$ cat src/rtl/gpev_pkg.sv
package gpev_pkg;
    localparam int DATA_W = 32;
    localparam int ADDR_W = 6;
    localparam logic [ADDR_W-1:0] ADDR_STATUS = 6'h20;
    localparam logic [ADDR_W-1:0] ADDR_ENABLE = 6'h21;

    localparam int POS_TXVAL = 0;
    localparam int POS_RXST  = 1;
    localparam int POS_TXOFF = 8;
    localparam int POS_RXOFF = 9;
    localparam int POS_INV   = 23;
    localparam int POS_MODE  = 25;

    typedef enum logic [1:0] {
        EVM_LEVEL = 2'd0,
        EVM_EDGE  = 2'd1,
        EVM_OFF   = 2'd2,
        EVM_BOTH  = 2'd3
    } evmode_e;

    typedef struct packed {
        evmode_e mode;
        logic    inv;
        logic    rx_off;
        logic    tx_off;
        logic    tx_val;
    } padcfg_t;

    localparam padcfg_t CFG_RESET = '{mode: EVM_OFF, inv: 1'b0, rx_off: 1'b0,
                                      tx_off: 1'b1, tx_val: 1'b0};

    function automatic padcfg_t unpack_cfg(input logic [DATA_W-1:0] w);
        padcfg_t c;
        c.mode   = evmode_e'(w[POS_MODE +: 2]);
        c.inv    = w[POS_INV];
        c.rx_off = w[POS_RXOFF];
        c.tx_off = w[POS_TXOFF];
        c.tx_val = w[POS_TXVAL];
        return c;
    endfunction

    function automatic logic [DATA_W-1:0] pack_cfg(input padcfg_t c, input logic rx);
        logic [DATA_W-1:0] w;
        w               = '0;
        w[POS_MODE +: 2] = c.mode;
        w[POS_INV]      = c.inv;
        w[POS_RXOFF]    = c.rx_off;
        w[POS_TXOFF]    = c.tx_off;
        w[POS_RXST]     = rx;
        w[POS_TXVAL]    = c.tx_val;
        return w;
    endfunction

    // cur/prv are the post-inversion levels of this and the previous cycle
    function automatic logic detect(input evmode_e m, input logic cur, input logic prv);
        case (m)
            EVM_LEVEL: return cur;
            EVM_EDGE:  return cur & ~prv;
            EVM_BOTH:  return cur ^ prv;
            default:   return 1'b0;
        endcase
    endfunction
endpackage

$ cat src/rtl/gpev_pad_chan.sv
module gpev_pad_chan
    import gpev_pkg::*;
#(
    parameter bit POPULATED = 1'b1
) (
    input  logic              clk,
    input  logic              rst,
    input  logic              cfg_we,
    input  logic [DATA_W-1:0] cfg_wdata,
    input  logic              pad_in,
    output logic [DATA_W-1:0] cfg_rd,
    output logic              event_o,
    output logic              rx_off_o,
    output logic              pad_out,
    output logic              pad_oe
);
    padcfg_t    cfg_q;
    logic [2:0] smp_q;   // [0],[1] synchroniser, [2] previous synchronised level
    logic       rx_lvl;
    logic       cur_lvl;
    logic       prv_lvl;

    always_ff @(posedge clk) begin
        if (rst) begin
            cfg_q <= CFG_RESET;
            smp_q <= '0;
        end else begin
            if (cfg_we) cfg_q <= unpack_cfg(cfg_wdata);
            smp_q <= {smp_q[1:0], pad_in};
        end
    end

    always_comb begin
        rx_lvl  = smp_q[1] & ~cfg_q.rx_off;
        cur_lvl = smp_q[1] ^ cfg_q.inv;
        prv_lvl = smp_q[2] ^ cfg_q.inv;
    end

    generate
        if (POPULATED) begin : g_live
            assign event_o = ~cfg_q.rx_off & detect(cfg_q.mode, cur_lvl, prv_lvl);
        end else begin : g_absent
            assign event_o = 1'b0;
        end
    endgenerate

    assign cfg_rd   = pack_cfg(cfg_q, rx_lvl);
    assign rx_off_o = cfg_q.rx_off;
    assign pad_out  = cfg_q.tx_val;
    assign pad_oe   = ~cfg_q.tx_off;
endmodule

$ cat src/rtl/gpev_status.sv
module gpev_status #(
    parameter int N = 16
) (
    input  logic         clk,
    input  logic         rst,
    input  logic [N-1:0] ev,
    input  logic         st_we,
    input  logic         en_we,
    input  logic [N-1:0] wdata,
    output logic [N-1:0] status,
    output logic [N-1:0] enable,
    output logic         irq
);
    logic [N-1:0] clr;

    assign clr = st_we ? wdata : '0;

    always_ff @(posedge clk) begin
        if (rst) begin
            status <= '0;
            enable <= '0;
        end else begin
            status <= (status & ~clr) | ev;   // new event beats the clear
            if (en_we) enable <= wdata;
        end
    end

    assign irq = |(status & enable);
endmodule

$ cat src/rtl/gpio_event_ctrl.sv
module gpio_event_ctrl
    import gpev_pkg::*;
#(
    parameter int NUM_PADS  = 16,
    parameter int PADS_USED = 13
) (
    input  logic                clk,
    input  logic                rst,
    input  logic                reg_we,
    input  logic [ADDR_W-1:0]   reg_addr,
    input  logic [DATA_W-1:0]   reg_wdata,
    output logic [DATA_W-1:0]   reg_rdata,
    input  logic [NUM_PADS-1:0] pad_in,
    output logic [NUM_PADS-1:0] pad_out,
    output logic [NUM_PADS-1:0] pad_oe,
    output logic                irq
);
    logic [DATA_W-1:0]   cfg_words [NUM_PADS];
    logic [NUM_PADS-1:0] ev_vec;
    logic [NUM_PADS-1:0] rxoff_vec;
    logic [NUM_PADS-1:0] status_q;
    logic [NUM_PADS-1:0] enable_q;
    logic                wr_status;
    logic                wr_enable;

    assign wr_status = reg_we && (reg_addr == ADDR_STATUS);
    assign wr_enable = reg_we && (reg_addr == ADDR_ENABLE);

    generate
        for (genvar i = 0; i < NUM_PADS; i++) begin : g_pad
            gpev_pad_chan #(.POPULATED(i < PADS_USED)) u_chan (
                .clk      (clk),
                .rst      (rst),
                .cfg_we   (reg_we && (reg_addr == ADDR_W'(i))),
                .cfg_wdata(reg_wdata),
                .pad_in   (pad_in[i]),
                .cfg_rd   (cfg_words[i]),
                .event_o  (ev_vec[i]),
                .rx_off_o (rxoff_vec[i]),
                .pad_out  (pad_out[i]),
                .pad_oe   (pad_oe[i])
            );
        end
    endgenerate

    gpev_status #(.N(NUM_PADS)) u_status (
        .clk   (clk),
        .rst   (rst),
        .ev    (ev_vec),
        .st_we (wr_status),
        .en_we (wr_enable),
        .wdata (reg_wdata[NUM_PADS-1:0]),
        .status(status_q),
        .enable(enable_q),
        .irq   (irq)
    );

    always_comb begin
        reg_rdata = '0;
        if (reg_addr == ADDR_STATUS)            reg_rdata = DATA_W'(status_q);
        else if (reg_addr == ADDR_ENABLE)       reg_rdata = DATA_W'(enable_q);
        else if (reg_addr < ADDR_W'(NUM_PADS))  reg_rdata = cfg_words[reg_addr[$clog2(NUM_PADS)-1:0]];
    end
endmodule

$ cat config.mk
export PLATFORM = sky130hd
export DESIGN_NAME = gpio_event_ctrl
export DESIGN_NICKNAME = d
export VERILOG_FILES = /design/src/rtl/gpev_pkg.sv /design/src/rtl/gpev_pad_chan.sv /design/src/rtl/gpev_status.sv /design/src/rtl/gpio_event_ctrl.sv
export SDC_FILE = /design/constraint.sdc
export NUM_CORES = 1
export LEC_CHECK = 0
export BUFFER_PORTS_ARGS = -buffer_cell sky130_fd_sc_hd__buf_2
export CORE_ASPECT_RATIO = 0.7
export CORE_MARGIN = 4
export CORE_UTILIZATION = 62
export DETAILED_ROUTE_END_ITERATION = 10
export PLACE_DENSITY_LB_ADDON = 0.2
export REMOVE_ABC_BUFFERS = 1
export SLEW_MARGIN = 40
export SYNTH_ARGS = -nofsm -noshare
export SYNTH_HDL_FRONTEND = slang
export SYNTH_HIERARCHICAL = 1
export SYNTH_SLANG_ARGS = --single-unit
$ cat constraint.sdc
create_clock -name clk -period 2.1 [get_ports clk]
set_input_delay 0 -clock clk [delete_from_list [all_inputs] [get_ports clk]]
set_output_delay 0 -clock clk [all_outputs]
set_load 0.005 [all_outputs]
Yosys cells after proc, flatten, opt, wreduce, memory -nomap -nowiden
Index checks and enable logic that the tools add are counted.
{"block": "classes", "addsub": 0, "multipliers": 0, "div_mod_pow": 0, "order_cmp": 2, "n_eq_ne": 43, "shifts": 0, "n_mux": 20, "n_bitwise": 131, "reduce_logical": 33}
{"cell": "$mux 32", "n": 5}
{"cell": "$bmux 32 s4", "n": 1}
{"cell": "$eq 6x4->1 const B", "n": 8}
{"cell": "$not 1->1", "n": 45}
{"cell": "$and 1x1->1", "n": 42}
{"cell": "$pmux 1 s3", "n": 13}
{"cell": "$xor 1x1->1", "n": 39}
{"cell": "$and 16x16->16", "n": 2}
{"cell": "$eq 2x1->1 const B", "n": 13}
{"cell": "$eq 2x2->1 const B", "n": 13}
{"cell": "$logic_not 2->1", "n": 13}
{"cell": "$eq 6x3->1 const B", "n": 4}
{"cell": "$logic_and 1x1->1", "n": 18}
{"cell": "$mux 16", "n": 1}
{"cell": "$not 16->16", "n": 1}
{"cell": "$or 16x13->16", "n": 1}
{"cell": "$reduce_or 16->1", "n": 1}
{"cell": "$eq 6x2->1 const B", "n": 2}
{"cell": "$eq 6x6->1 const B", "n": 2}
{"cell": "$eq 6x1->1 const B", "n": 1}
{"cell": "$logic_not 6->1", "n": 1}
{"cell": "$lt 6x5->1 const B", "n": 1}
{"cell": "$ge 5x5->1 const B", "n": 1}
{"cell": "$not 4->5", "n": 1}
{"block": "word_totals", "register_bits": 173, "latch_bits": 0, "mem_bits_rw": 0, "rom_bits": 0, "in_bits": 57, "out_inout_bits": 65, "word_cells": 327, "n_memories": 0}

Logic depth before layout (Yosys ltp)
Gate-level depths: netlist (run 1).
{"block": "depth", "depth_word": 8, "mapped_depth": 10}

By module
Netlist (run 1), hierarchy kept.
{"module": "gpev_pad_chan (g_pad[0].u_chan ...)", "instances": 13, "cells_each": 64, "area_each_um2": 575.6}
{"module": "gpio_event_ctrl", "instances": 1, "cells_each": 393, "area_each_um2": 4489.3}
{"module": "gpev_pad_chan (g_pad[13].u_chan ...)", "instances": 3, "cells_each": 56, "area_each_um2": 499.2}
{"module": "gpev_status", "instances": 1, "cells_each": 128, "area_each_um2": 1226.2}

Worst setup path after synthesis (run 1)
Ideal clock, no wire load.
{"block": "synth_timing", "path_kind": "in2reg", "from": "in reg_addr[1]", "to": "reg g_pad[0].u_chan.cfg_q, in the netlist g_pad[0].u_chan/cfg_rd[26]", "setup_time_ns": 0.115, "t_arrival_ns": 1.727, "slack_ns": 0.258, "path_stages": 9, "path_cell_list": "buf_2 > buf_4 > buf_4 > buf_2 > or3b_2 > nor3_1 > buf_2 > mux2i_1 > nand2_1"}
{"block": "synth_via", "elab_chain_cells": 2}
{"item": "start: declaration", "line_no": "gpio_event_ctrl.sv:10", "text": "input logic [ADDR_W-1:0] reg_addr,"}
{"item": "$logic_not 6->1", "line_no": "gpio_event_ctrl.sv:34", "text": ".cfg_we (reg_we && (reg_addr == ADDR_W'(i))),"}
{"item": "$logic_and 1x1->1", "line_no": "gpio_event_ctrl.sv:34"}
{"item": "end signal: assignment", "line_no": "gpev_pad_chan.sv:28", "text": "if (cfg_we) cfg_q <= unpack_cfg(cfg_wdata);"}
{"item": "end: declaration", "line_no": "gpev_pad_chan.sv:17", "text": "padcfg_t cfg_q;"}
Every way passes these cells.
A chain may end at the register's enable or synchronous reset.

==> results.ini, run 1 <==
[grt]
grt_max_degree = 71
antenna_found_initial = 0
grt_pass1_wl_um = 49700
grt_usage = 0.243
grt_pass1_vias = 9352
grt-ovfl-total = 0

[timing]
setup_tns_ps = 0
rsz0062_at_grt = true
hold_viol = 0
fin_skew_ps = 8.75
min_period_ps = 2090
timing.hold.ws_ps = 76.2
slew_violations = 0
fmax_mhz = 477
max-slew-margin-rel = 0.531
fin_crit_sh = 0.997
worst_slew_pin_slew_ps = 703
setup_viol = 0

[setup_path]
end_kind = output pin
critPathMaxStageDelay_ps = 490
critPathKind = reg2out
reg2reg_to = u_status/status[4]
start_kind = register
path_max_fanout = 3
worstPathCellList = nor2b_1 -> mux4_2 -> a22o_4 -> a21oi_2 -> a31oi_2 -> buf_2
cp_slowest_cell = mux4_2
critical_path_required_ps = 2100
crit_buf_inv = 1
worstPathArrival_ps = 2090
r2r_cells = 7
regToRegStartpoint = g_pad[4].u_chan/smp_q[1]
rrSetupSlack_ps = 450
critPathTopFamily = compound AO/OA/AOI/OAI gates

[synth]
synth.area.top_cells = dfxtp_1 (24%), buf_4 (23%), mux4_2 (17%)
yosysWarnings = 6
yosysTopAreaCell = dfxtp_1
syn_inst = 1521
netlist-cell-type-count = 37
synth_seq_cells = 173
postSynthAreaPerCell_um2 = 9.66
netlist_area_mm2 = 0.0147
synth_top_area_share = 0.236
synth-seq-area-share = 0.236

[routing]
firstDrtPassIters = 5
drc = 0
ant_nets = 0
wl_per_cell_um = 16.4
vias = 9700
viasPerCell = 5.09
wl_um = 31200
drt_iter0_drc = 664

[cts]
numCtsBuffers = 17
cts_num_sinks = 173
cts_tree = yes
clkLatencyLatePin_ps = 440
h-tree-depth = 4
clock_path_buffers = 2
ctsRootBufferMaster = clkbuf_16
cts.clk_slew.worst_paths_ps = 70

[floorplanning]
die-width_um = 192
io_pins = 122
die_h_um = 137
rows = 46
initial_core_util = 0.640
fp.coreArea_mm2 = 0.0230
dieArea_mm2 = 0.0263

[finish]
syn_to_final_growth_pct = 0.298
final_nets = 1650
fillers = 1944
antennaDiodeCount = 0
seq_area_mm2 = 0.00350
final_layout_size_suffix_gt1_frac = 0.207
multi_input_area_mm2 = 0.00878

[worst_hold_path]
hold_end = g_pad[1].u_chan/cfg_rd[23]
hold_path_class = in2reg
hold_depth = 3
min-delay-start = reg_wdata[23]

[power_and_ir_drop]
peakVddDrop_mv = 0.501
p_per_area_mw_per_mm2 = 554
p_leak_nw = 6.55

[placement]
place.gp.congestion = 0.855
numPortBuffers = 95
dp_hpwl_um = 22600

[flow_run]
maxCapViolCount = 0

[status]
status = completed

[worst max-delay path by stage]
stage	to	depth (start not counted)	slack, ps	start
floorplan	g_pad[10].u_chan/cfg_rd[26]	5	150	reg_addr[2]
global placement	reg_rdata[7]	6	150	reg_addr[0]
detailed placement	u_status/status[14]	9	170	reg_addr[2]
global route	reg_rdata[1]	6	-60	g_pad[7].u_chan/smp_q[1]
finish	reg_rdata[1]	6	5	g_pad[7].u_chan/smp_q[1]
CTS	reg_rdata[1]	6	-10	g_pad[7].u_chan/smp_q[1]
[synth_stat cells]
cell type    n
clkbuf_1    16
nand3b_1     5
and3_1       1
buf_2       28
nor2_1     127
conb_1      16
buf_4      460
nand3_1     18
or3b_2       1
inv_1       32
nand2_1     50
xor2_1      13
mux2i_1    156
nor4b_1      1
nor4bb_1    27
buf_6       14
mux4_2     114
ha_1        13
or2_2        1
a31oi_1     16
a21oi_1     31
buf_1        6
a22o_1      19
nand4_1      1
dfxtp_1    173
a221o_1      1
xnor2_1     13
nor4_1       1
a221oi_2     4
a22oi_1     31
or3_1        1
a211o_1     13
nor2b_1     64
nor3_1      18
buf_12       1
o211ai_1    16
and2_1      19
[tightest hold or removal path, delay by kind of cell]
family                 cells  cell delay, ps
buffers and inverters      1             240
multiplexers               1             190
AND/OR/NAND/NOR            1              50
[registers in the layout (all words and copies together), names as in the netlist]
name and flops:
g_pad.u_chan/smp_q 45, u_status/enable 16, g_pad.u_chan/rx_off_o 16, g_pad.u_chan/cfg_rd 64, g_pad.u_chan/pad_out 16, u_status/status 16
[per-layer routing]
layer  GRT usage  wire (µm)
met4      0.0645        608
met3      0.0357       1830
met1       0.350      14200
met5           0          0
met2       0.387      14600
[through the flow]
| stage | std cells | util | setup WS (ps) | area, µm² | power (mW) |
|---|---|---|---|---|---|
| 3_3_place_gp | 1830 | 0.590 | 153 | 13500 | 4.53 |
| 3_5_place_dp | 1830 | 0.590 | 172 | 13600 | 4.54 |
| 4_1_cts | 1902 | 0.638 | -12.8 | 14700 | 8.16 |
| 2_1_floorplan | 1383 | - | 152 | 12300 | 4.12 |
| 6_report | 1905 | 0.642 | 5.26 | 14700 | 8.16 |
| 5_1_grt | 1905 | 0.642 | -61.0 | 14700 | 8.50 |
[power breakdown]
group,total [mW],internal (mW),switching [mW]
combinational,1.23,0.618,0.608
sequential,3.35,3.32,0.0304
clock,3.58,2.17,1.41
[cell families after synthesis]
family                   count (synthesis)  synth area share
other                                   16           0.00409
buffers and inverters                  557             0.270
AO/OA/AOI/OAI                          131            0.0652
multiplexers                           270             0.281
adder cells (fa/ha/maj)                 13            0.0111
AND/OR/NAND/NOR                        335             0.117
XOR/XNOR                                26            0.0155
flip-flops                             173             0.236
[cell type report]
| type | instances | area share |
|---|---|---|
| timing repair buffer | 178 | 0.0868 |
| inverter | 32 | 0.00815 |
| sequential | 173 | 0.238 |
| clock buffer | 18 | 0.0298 |
| tap | 312 | 0.0265 |
| clock inverter | 14 | 0.0154 |
| multi-input combinational | 1178 | 0.596 |
[repair_timing]
action | CTS | global route
hold buffers | 38 | 0
gates resized for setup | 19 | 19
pin swaps | 3 | 0
endpoints found under the setup margin | 4 | 5
endpoints found under the hold margin | 56 | 0
buffers inserted | 2 | 3
[cell usage in the layout, fill, tap and decap left out, types with 26 or more instances in the layout]
master | synthesis | routed
dlygate4sd3_1 | 0 | 38
buf_2 | 28 | 90
mux4_2 | 114 | 114
buf_4 | 460 | 40
conb_1 | 16 | 403
a22oi_1 | 31 | 31
a21oi_1 | 31 | 29
nor2_1 | 127 | 126
dfxtp_1 | 173 | 151
nor2b_1 | 64 | 62
mux2i_1 | 156 | 156
inv_1 | 32 | 32
nand2_1 | 50 | 50
nor4bb_1 | 27 | 26
Note: power is estimated with default switching activity, not from simulation.
==> run 2: changes to the inputs <==
--- a/config.mk
+++ b/config.mk
@@ -8,12 +8,9 @@
 export BUFFER_PORTS_ARGS = -buffer_cell sky130_fd_sc_hd__buf_2
 export CORE_ASPECT_RATIO = 0.7
 export CORE_MARGIN = 4
-export CORE_UTILIZATION = 62
+export CORE_UTILIZATION = 57
 export DETAILED_ROUTE_END_ITERATION = 10
 export PLACE_DENSITY_LB_ADDON = 0.2
-export REMOVE_ABC_BUFFERS = 1
-export SLEW_MARGIN = 40
 export SYNTH_ARGS = -nofsm -noshare
 export SYNTH_HDL_FRONTEND = slang
-export SYNTH_HIERARCHICAL = 1
 export SYNTH_SLANG_ARGS = --single-unit
==> results.ini, run 2 <==
[status]
status = completed  ; unchanged

[power_and_ir_drop]
combPwrFrac = 0.067  ; was 0.150
peakVddDrop_mv = 0.582  ; was 0.501 mV
clockPowerShare = 0.450  ; was 0.439
seqPwrFrac = 0.483  ; was 0.411
internal_power_mw = 5.38  ; was 6.11 mW
swShare = 0.226  ; was 0.251
p_leak_nw = 4.59  ; was 6.55 nW
switchingPower_mw = 1.57  ; was 2.05 mW
p_per_area_mw_per_mm2 = 717  ; was 554 mW/mm²

[worst_hold_path]
hold_path_class = in2reg  ; unchanged

[cts]
ctsRootBufferMaster = clkbuf_16  ; unchanged
cts_tree = yes  ; unchanged
numCtsBuffers = 17  ; unchanged
cts.clk_slew.worst_paths_ps = 60  ; was 70 ps
h-tree-depth = 4  ; unchanged
clkLatencyLatePin_ps = 430  ; was 440 ps
clock_path_buffers = 2  ; unchanged
cts_num_sinks = 173  ; unchanged

[setup_path]
r2r_cells = 5  ; was 7
path_max_fanout = 4  ; was 3
critical_path_required_ps = 2100  ; about the same
rrSetupSlack_ps = 600  ; was 450 ps
critPathLaunch = g_pad[3].u_chan.rx_off_o  ; was g_pad[7].u_chan/smp_q[1]
regToRegStartpoint = g_pad[11].u_chan.cfg_rd[23]  ; was g_pad[4].u_chan/smp_q[1]
worstSetupEndpoint = reg_rdata[9]  ; was reg_rdata[1]
reg2reg_to = u_status.status[11]  ; was u_status/status[4]
worstPathArrival_ps = 2090  ; about the same
end_kind = output pin  ; unchanged
start_kind = register  ; unchanged
critPathKind = reg2out  ; unchanged

[synth]
synth_edf_count = 0  ; unchanged
postSynthAreaPerCell_um2 = 9.99  ; was 9.66 µm²
synth_most_common_cell = dfxtp_1  ; was buf_4
netlist_area_mm2 = 0.00834  ; was 0.0147 mm²
synth-async-reset-ratio = 0  ; unchanged
synth-seq-area-share = 0.415  ; was 0.236
synth_common_cells = dfxtp_1 (173), mux2i_1 (94), nor2_1 (84), nor2b_1 (50), buf_4 (46)  ; was buf_4 (460), dfxtp_1 (173), mux2i_1 (156), nor2_1 (127), mux4_2 (114)
netlist-cell-type-count = 56  ; was 37
yosysWarnings = 0  ; was 6
synth.area.top_cells = dfxtp_1 (42%), mux2i_1 (11%), mux4_2 (5.4%)  ; was dfxtp_1 (24%), buf_4 (23%), mux4_2 (17%)
synth-main-ff-cell = dfxtp_1  ; unchanged
synth_top_area_share = 0.415  ; was 0.236
synth_seq_cells = 173  ; unchanged
syn_inst = 835  ; was 1521
yosysTopAreaCell = dfxtp_1  ; unchanged

[finish]
postLayoutCellArea_mm2 = 0.00970  ; was 0.0147 mm²
largest_register_ffs = 64  ; unchanged
seq_area_mm2 = 0.00349  ; was 0.00350 mm²
final_cell_mix = dfxtp_1 (151), mux2i_1 (94), buf_2 (94), nor2_1 (84), nor2b_1 (50)  ; was conb_1 (403), mux2i_1 (156), dfxtp_1 (151), nor2_1 (126), mux4_2 (114)
final_layout_size_suffix_gt1_frac = 0.236  ; was 0.207
multi_input_area_mm2 = 0.00417  ; was 0.00878 mm²
final_common_cell = dfxtp_1  ; was conb_1
syn_to_final_growth_pct = 16.3  ; was 0.298%
antennaDiodeCount = 0  ; unchanged
final_nets = 999  ; was 1650
fillers = 1085  ; was 1944
fin_util = 0.688  ; was 0.642

[timing]
fin_skew_ps = 8.19  ; was 8.75 ps
max-slew-margin-rel = 0.442  ; was 0.531
fin_crit_sh = 0.997  ; about the same
min_period_ps = 2090  ; about the same
slew_violations = 0  ; unchanged
fmax_mhz = 477  ; about the same
hold_viol = 0  ; unchanged
rsz0062_at_grt = true  ; unchanged
setup_slack_ps = 5.34  ; was 5.26 ps
worst_slew_pin_slew_ps = 837  ; was 703 ps
setup_viol = 0  ; unchanged

[floorplanning]
die-width_um = 153  ; was 192 µm
dieArea_mm2 = 0.0167  ; was 0.0263 mm²
io_pins = 122  ; unchanged
initial_core_util = 0.591  ; was 0.640
rows = 36  ; was 46
fp.coreArea_mm2 = 0.0141  ; was 0.0230 mm²
die_h_um = 109  ; was 137 µm

[routing]
firstDrtPassIters = 5  ; unchanged
vias = 6506  ; was 9700
wl_um = 22000  ; was 31200 µm
drt_iter0_drc = 607  ; was 664
drc = 0  ; unchanged
wl_per_cell_um = 19.4  ; was 16.4 µm
ant_nets = 0  ; unchanged
viasPerCell = 5.75  ; was 5.09

[placement]
place.gp.congestion = 0.901  ; was 0.855
placed_cell_area_mm2 = 0.00879  ; was 0.0136 mm²
numPortBuffers = 95  ; unchanged
dpl_worst_slack_ps = 226  ; was 172 ps
dp_hpwl_um = 15700  ; was 22600 µm

[grt]
grt_pass1_vias = 6511  ; was 9352
grt-ovfl-total = 0  ; unchanged
grt_usage = 0.269  ; was 0.243
grt_pass1_wl_um = 35000  ; was 49700 µm
grt_max_degree = 81  ; was 71
antenna_found_initial = 1  ; was 0

[flow_run]
maxCapViolCount = 0  ; unchanged

## run 2: how the worst min path moves through the flow
stage                        startpoint                          end  slack [ps]  cells past startpoint
after global placement        pad_in[7]     g_pad[7].u_chan.smp_q[0]         210                      2
final                     reg_wdata[26]  g_pad[11].u_chan.cfg_rd[26]          30                      3
after detailed placement      pad_in[9]     g_pad[9].u_chan.smp_q[0]         210                      2
after global routing      reg_wdata[26]  g_pad[11].u_chan.cfg_rd[26]          50                      3
after CTS                 reg_wdata[26]  g_pad[11].u_chan.cfg_rd[26]          20                      3
after floorplan           reg_wdata[26]  g_pad[10].u_chan.cfg_rd[26]         130                      2
## run 2: timing repair
| action | CTS | global route |
|---|---|---|
| hold buffers | 30 | 0 |
| setup endpoints to repair | 6 | 7 |
| hold endpoints to repair | 49 | 0 |
| pin swaps | 1 | 4 |
| gates resized for setup | 15 | 19 |
| setup buffers | 0 | 2 |
## run 2: layer usage
metal / global-route usage / part of all wire
met1: 0.363 / 0.43
met2: 0.411 / 0.44
met3: 0.0702 / 0.10
met4: 0.120 / 0.030
met5: 0 / 0.00032
## run 2: worst max-delay path: stages, from the launching register on
cell,delay [ps]
dfxtp_2,340
mux4_2,480
mux2_4,280
a222oi_1,270
o21ai_1,150
buf_2,150
## run 2: per-stage QoR
| step | instances | hold slack, ps | setup TNS (ps) | total power, mW |
|---|---|---|---|---|
| after floorplan | 847 | 125 | 0 | 3.71 |
| after detailed placement | 1068 | 213 | 0 | 3.84 |
| after CTS | 1129 | 21.5 | -14.4 | 6.98 |
| final | 1131 | 34.3 | 0 | 6.95 |
| after global placement | 1068 | 206 | 0 | 3.83 |
| after global routing | 1131 | 50.1 | -109 | 7.16 |
## run 2: area by class of cell
cell class | instances | area share
clock buffers | 19 | 0.0447
clock inverters | 12 | 0.0150
inverters | 46 | 0.0178
multi-input cells | 533 | 0.430
flip-flops and latches | 173 | 0.360
well taps | 190 | 0.0245
repair buffers | 158 | 0.108
## run 2: cells by family (layout without fill, tap and decap cells)
| group | after synthesis | after routing | share of synthesized area |
|---|---|---|---|
| and+or+nand+nor | 245 | 245 | 0.158 |
| DFF | 173 | 173 | 0.415 |
| adders and majority gates | 13 | 13 | 0.0195 |
| xor gates and xnor gates | 26 | 26 | 0.0273 |
| buffers and inverters | 141 | 235 | 0.0890 |
| AOI/OAI and AO/OA | 111 | 111 | 0.0945 |
| other | 1 | 13 | 0.000450 |
| muxes | 125 | 125 | 0.196 |
## run 2: power groups by stage
stage | clock (mW) | combinational (mW) | sequential, mW
2_1_floorplan | 0 | 0.289 | 3.42
3_3_place_gp | 0 | 0.399 | 3.43
3_5_place_dp | 0 | 0.413 | 3.43
4_1_cts | 3.16 | 0.460 | 3.36
5_1_grt | 3.29 | 0.507 | 3.36
6_report | 3.13 | 0.467 | 3.36
